`src/rtl/bas_pkg.sv`:
```
package bas_pkg;
   typedef enum logic {
      BW_NARROW = 1'b0,
      BW_WIDE   = 1'b1
   } bus_w_e;
endpackage

```
`src/rtl/bas_zb_capture.sv`:
```
module bas_zb_capture (
   input  logic clk,
   input  logic rst_n,
   input  logic zb_n_i,
   input  logic sel_n_i,
   input  logic eoc_n_i,
   output logic zb_q
);
   logic load;
   assign load = sel_n_i | ~eoc_n_i;

   always_ff @(posedge clk) begin
      if (!rst_n)    zb_q <= 1'b0;
      else if (load) zb_q <= ~zb_n_i;
   end
endmodule

```
`src/rtl/bas_addr_gen.sv`:
```
module bas_addr_gen #(
   parameter int LINE_BYTES   = 32,
   parameter int NARROW_BYTES = 8,
   parameter int WIDE_BYTES   = 16,
   localparam int AW = $clog2(LINE_BYTES),
   localparam int CW = $clog2(LINE_BYTES / NARROW_BYTES)
) (
   input  logic          wide_i,
   input  logic          zb_eff,
   input  logic [AW-1:0] req_off_i,
   input  logic [CW-1:0] start_idx,
   input  logic [CW-1:0] k,
   output logic [CW-1:0] req_live,
   output logic [CW-1:0] idx,
   output logic [AW-1:0] addr
);
   import bas_pkg::*;

   logic [CW-1:0] idx_l  [2];
   logic [CW-1:0] ridx_l [2];
   logic [AW-1:0] addr_l [2];

   for (genvar g = 0; g < 2; g++) begin : g_lane
      localparam int BYTES = (g == 0) ? NARROW_BYTES : WIDE_BYTES;
      localparam int SH    = $clog2(BYTES);
      localparam logic [CW-1:0] MASK = CW'(LINE_BYTES / BYTES - 1);
      logic [AW-1:0] shifted;
      assign shifted   = req_off_i >> SH;
      assign ridx_l[g] = shifted[CW-1:0] & MASK;
      assign idx_l[g]  = (zb_eff ? k : (start_idx ^ k)) & MASK;
      assign addr_l[g] = AW'(idx_l[g]) << SH;
   end

   bus_w_e bw;
   assign bw = bus_w_e'(wide_i);

   always_comb begin
      unique case (bw)
         BW_WIDE: begin
            idx      = idx_l[1];
            addr     = addr_l[1];
            req_live = ridx_l[1];
         end
         default: begin
            idx      = idx_l[0];
            addr     = addr_l[0];
            req_live = ridx_l[0];
         end
      endcase
   end
endmodule

```
`src/rtl/bas_burst_ctrl.sv`:
```
module bas_burst_ctrl #(
   parameter int CW = 2
) (
   input  logic          clk,
   input  logic          rst_n,
   input  logic          fire,
   input  logic          last,
   input  logic          match,
   input  logic          zb_q,
   input  logic [CW-1:0] req_live,
   output logic          busy_q,
   output logic          mzb_q,
   output logic          hit_q,
   output logic [CW-1:0] k_q,
   output logic [CW-1:0] start_q
);
   always_ff @(posedge clk) begin
      if (!rst_n) begin
         busy_q  <= 1'b0;
         mzb_q   <= 1'b0;
         hit_q   <= 1'b0;
         k_q     <= '0;
         start_q <= '0;
      end else if (fire) begin
         if (!busy_q) begin
            start_q <= req_live;
            mzb_q   <= zb_q;
         end
         if (last) begin
            busy_q <= 1'b0;
            k_q    <= '0;
            hit_q  <= 1'b0;
         end else begin
            busy_q <= 1'b1;
            k_q    <= k_q + 1'b1;
            if (match) hit_q <= 1'b1;
         end
      end
   end
endmodule

```
`src/rtl/burst_addr_seq.sv`:
```
module burst_addr_seq #(
   parameter int LINE_BYTES   = 32,
   parameter int NARROW_BYTES = 8,
   parameter int WIDE_BYTES   = 16
) (
   input  logic                          clk,
   input  logic                          rst_n,
   input  logic                          wide_i,
   input  logic                          zb_n_i,
   input  logic                          sel_n_i,
   input  logic                          eoc_n_i,
   input  logic                          beat_i,
   input  logic [$clog2(LINE_BYTES)-1:0] req_off_i,
   output logic [$clog2(LINE_BYTES)-1:0] addr_o,
   output logic                          busy_o,
   output logic                          item_ok_o
);
   localparam int AW       = $clog2(LINE_BYTES);
   localparam int N_BEATS  = LINE_BYTES / NARROW_BYTES;
   localparam int W_BEATS  = LINE_BYTES / WIDE_BYTES;
   localparam int CW       = $clog2(N_BEATS);
   localparam logic [CW-1:0] N_LAST = CW'(N_BEATS - 1);
   localparam logic [CW-1:0] W_LAST = CW'(W_BEATS - 1);

   if ((1 << AW) != LINE_BYTES) begin : g_bad_line
      $error("LINE_BYTES must be a power of two");
   end
   if ((1 << $clog2(NARROW_BYTES)) != NARROW_BYTES ||
       (1 << $clog2(WIDE_BYTES)) != WIDE_BYTES) begin : g_bad_width
      $error("bus widths must be powers of two");
   end
   if (WIDE_BYTES <= NARROW_BYTES || W_BEATS < 2) begin : g_bad_ratio
      $error("wide bus must exceed narrow and leave at least two beats");
   end

   logic          zb_q, busy_q, mzb_q, hit_q, fire, last, match, zb_eff;
   logic [CW-1:0] k_q, start_q, req_live, idx, start_eff;

   bas_zb_capture u_cap (
      .clk     (clk),
      .rst_n   (rst_n),
      .zb_n_i  (zb_n_i),
      .sel_n_i (sel_n_i),
      .eoc_n_i (eoc_n_i),
      .zb_q    (zb_q)
   );

   assign zb_eff    = busy_q ? mzb_q : zb_q;
   assign start_eff = busy_q ? start_q : req_live;

   bas_addr_gen #(
      .LINE_BYTES   (LINE_BYTES),
      .NARROW_BYTES (NARROW_BYTES),
      .WIDE_BYTES   (WIDE_BYTES)
   ) u_gen (
      .wide_i    (wide_i),
      .zb_eff    (zb_eff),
      .req_off_i (req_off_i),
      .start_idx (start_eff),
      .k         (k_q),
      .req_live  (req_live),
      .idx       (idx),
      .addr      (addr_o)
   );

   assign fire  = beat_i & ~sel_n_i;
   assign last  = (k_q == (wide_i ? W_LAST : N_LAST));
   assign match = fire & (idx == start_eff);

   bas_burst_ctrl #(.CW(CW)) u_ctrl (
      .clk      (clk),
      .rst_n    (rst_n),
      .fire     (fire),
      .last     (last),
      .match    (match),
      .zb_q     (zb_q),
      .req_live (req_live),
      .busy_q   (busy_q),
      .mzb_q    (mzb_q),
      .hit_q    (hit_q),
      .k_q      (k_q),
      .start_q  (start_q)
   );

   assign busy_o    = busy_q;
   assign item_ok_o = hit_q | match;
endmodule

```
`config.mk`:
```
export PLATFORM = sky130hd
export DESIGN_NAME = burst_addr_seq
export DESIGN_NICKNAME = d
export VERILOG_FILES = /design/src/rtl/bas_pkg.sv /design/src/rtl/bas_zb_capture.sv /design/src/rtl/bas_addr_gen.sv /design/src/rtl/bas_burst_ctrl.sv /design/src/rtl/burst_addr_seq.sv
export SDC_FILE = /design/constraint.sdc
export NUM_CORES = 1
export LEC_CHECK = 0
export BUFFER_PORTS_ARGS = -buffer_cell sky130_fd_sc_hd__buf_4
export CAP_MARGIN = 20
export CELL_PAD_IN_SITES_DETAIL_PLACEMENT = 2
export CELL_PAD_IN_SITES_GLOBAL_PLACEMENT = 2
export CORE_MARGIN = 2
export CORE_UTILIZATION = 28
export DETAILED_ROUTE_END_ITERATION = 10
export HOLD_SLACK_MARGIN = 0.12
export PLACE_DENSITY_LB_ADDON = 0.05
export SLEW_MARGIN = 25
export SYNTH_ARGS = -nofsm -noshare
export SYNTH_HDL_FRONTEND = slang
export SYNTH_HIERARCHICAL = 1
export SYNTH_SLANG_ARGS = --single-unit
```
`constraint.sdc`:
```
create_clock -name clk -period 3.4 [get_ports clk]
set_input_delay 0.68 -clock clk [delete_from_list [all_inputs] [get_ports clk]]
set_output_delay 0.68 -clock clk [all_outputs]
set_load 0.02 [all_outputs]
```
==> flow_summary.yaml <==
synth:
  synth.distinct_cells: 25
  syn_inst: 59
  syn_avg_cell_area_um2: 8.93
  synth_top_area_share_pct: 30.4
  syn_area_um2: 527
  synth_area_leaders: "dfxtp_1, mux2i_1, nor2b_1, mux2_4, nor2_1"
  synth_top_area_cell: "dfxtp_1"
  yosysWarnings: 6
  yosysSeqAreaShare_pct: 30.4
  ys_ff_latch: 8
clocking:
  root_buffer: "clkbuf_4"
  cts_tree: "done"
  clock_path_buffers: 2
  cts_sinks: 8
  clock_latency_ps: 250
  cts_buffers: 3
  cts_setup_buffers: 0
  path_clk_slew_ps: 50
  htree_levels: 1
  hold_buffers: 0
  ctsResizeCount: 0
floorplan:
  coreArea_um2: 1750
  design.portCount: 19
  die_x_um: 47.4
  die_y_um: 47.4
  rows: 15
  initial_core_util_pct: 30.2
  dieArea_um2: 2240
place:
  dp_hpwl_um: 901
  io_buffers: 12
  place_congestion: 0.645
worst_setup_path:
  required_ps: 2720
  worst_setup_path_end_kind: "output pin"
  cp_data_arrival_time_ps: 2530
  path_max_fanout: 6
  critPathLaunchType: "input port"
  criticalPathCategory: "in -> out"
final_layout:
  num_antenna_cells: 0
  final-seq-area_um2: 160
  final_util_pct: 37.6
  multiInputGateArea_um2: 337
  nets: 87
  drive_above_1_share_pct: 32.9
  syn_to_final_growth_pct: 24.5
  nFillCells: 208
route:
  wire_per_inst_um: 11.2
  wl_um: 1100
  drt_iter0_drc: 1
  dr.pass1.iters: 2
  drtAntennaViolNets: 0
  route.detailed.drc: 0
  vias_per_cell: 4.49
  via_count: 440
timing:
  setup_viol: 0
  maxSlewViolCount: 0
  min_period_over_period_pct: 94.5
  skew_ps: 5.95
  fin_setup_tns_ps: 0
  clock.fmax_mhz: 311
  rsz0062_at_grt: "no"
  fin_hold_ws_ps: 483
  period_needed_ps: 3210
  hold_viol: 0
power:
  seq_power_share_pct: 41.5
  swShare_pct: 30.3
  p_per_area_nw_per_um2: 383
  max-vdd-ir-drop_mv: 0.120
  clkPwrFrac_pct: 29.2
  finalPower_w: 0.000251
  power.switching_w: 0.0000759
  power.leakage_nw: 0.293
  internal_power_w: 0.000175
  p_comb_share_pct: 29.3
grt:
  grt_max_degree: 9
  grt_pass1_wl_um: 1680
  grt.overflow.total: 0
  grt_antenna_before_repair: 0
  grt.total_usage_pct: 11.4
  grt_pass1_vias: 430
status:
  status: "finished clean"
job:
  maxCapViolations: 0
worst_hold_path:
  hold_path.class: "reg -> reg"
## cells in the final DEF (no fill, tap or decap), types with 2 or more instances in the layout
| master | netlist | routed |
|---|---|---|
| mux2_4 | 2 | 2 |
| conb_1 | 1 | 3 |
| nor2b_1 | 6 | 6 |
| nand2_1 | 3 | 3 |
| mux2i_1 | 5 | 5 |
| inv_1 | 4 | 4 |
| nor2_1 | 7 | 7 |
| mux2_2 | 2 | 2 |
| xnor2_1 | 2 | 2 |
| dfxtp_1 | 8 | 8 |
| nand2b_1 | 2 | 2 |
| clkbuf_4 | 0 | 3 |
| xor2_1 | 2 | 2 |
| buf_4 | 3 | 12 |
## state kept, by name, indices dropped and copies added, names as in the netlist
name,flops
u_cap/zb_q,1
u_ctrl/busy_q,1
u_ctrl/hit_q,1
u_ctrl/k_q,2
u_ctrl/mzb_q,1
u_ctrl/start_q,2
## path summary, 6_finish.rpt
check / endpoint / from / cells past startpoint / slack, ps
worst max-delay path: item_ok_o / wide_i / 9 / 190
worst min-delay path: u_ctrl/hit_q / u_ctrl/hit_q / 2 / 480
worst max register to register: u_ctrl/hit_q / u_ctrl/busy_q / 8 / 1470
worst min register to register: u_ctrl/hit_q / u_ctrl/hit_q / 2 / 480
## power by group through the flow
stage | registers, W | logic (W) | clock network, W
after detailed placement | 0.000106 | 0.0000748 | 0
after CTS | 0.000104 | 0.0000751 | 0.0000784
after global placement | 0.000106 | 0.0000735 | 0
after floorplan | 0.000106 | 0.0000524 | 0
final | 0.000104 | 0.0000735 | 0.0000733
after global routing | 0.000104 | 0.0000799 | 0.0000876
## final cells by class
| cell class | count | share of cell area [%] |
|---|---|---|
| clock buffer | 3 | 3.44 |
| inverter | 4 | 2.29 |
| multi-input combinational | 46 | 51.3 |
| sequential | 8 | 24.4 |
| tap | 25 | 4.77 |
| timing repair buffer | 12 | 13.7 |
## logic make-up after synthesis
logic type / Yosys count / share of synthesized area [%]
and+or+nand+nor: 25 / 25.9
muxes: 9 / 19.5
DFF: 8 / 30.4
buffers and inverters: 7 / 7.12
xor gates and xnor gates: 5 / 9.74
AOI/OAI and AO/OA: 4 / 6.65
other: 1 / 0.712
## Yosys cell counts
cell	count
nor3_1	1
mux2_2	2
buf_4	3
nor2b_1	6
a21oi_1	1
nand2_1	3
nand2b_1	2
o21ai_1	1
o31ai_2	1
a211oi_2	1
mux2i_1	5
inv_1	4
xor2_1	2
mux2_4	2
xor2_2	1
nor2_1	7
and2b_4	1
xnor2_1	2
and2_1	1
nor3b_1	1
dfxtp_1	8
conb_1	1
nor2b_2	1
nand3_1	1
nand4_1	1
## layer usage
metal | share of wire (%) | global-route usage (%)
met3 | 6.8 | 4.62
met1 | 44 | 11.7
met4 | 0.91 | 6.67
met5 | 0 | 0
met2 | 49 | 19.5
## through the flow
stage | area, µm² | std cells | setup WS, ps
global placement | 633 | 95 | 171
CTS | 656 | 98 | 154
global route | 656 | 98 | 75.5
floorplan | 534 | 61 | 393
detailed placement | 633 | 95 | 154
finish | 656 | 98 | 186
## critical path, cell delays in order
cell and delay, ps:
buf_4 130, mux2_2 350, mux2_4 290, nor2b_2 160, xnor2_1 230, inv_1 120
xor2_2 190, o31ai_2 210, buf_4 170
Power figures use the tool's default switching activity.
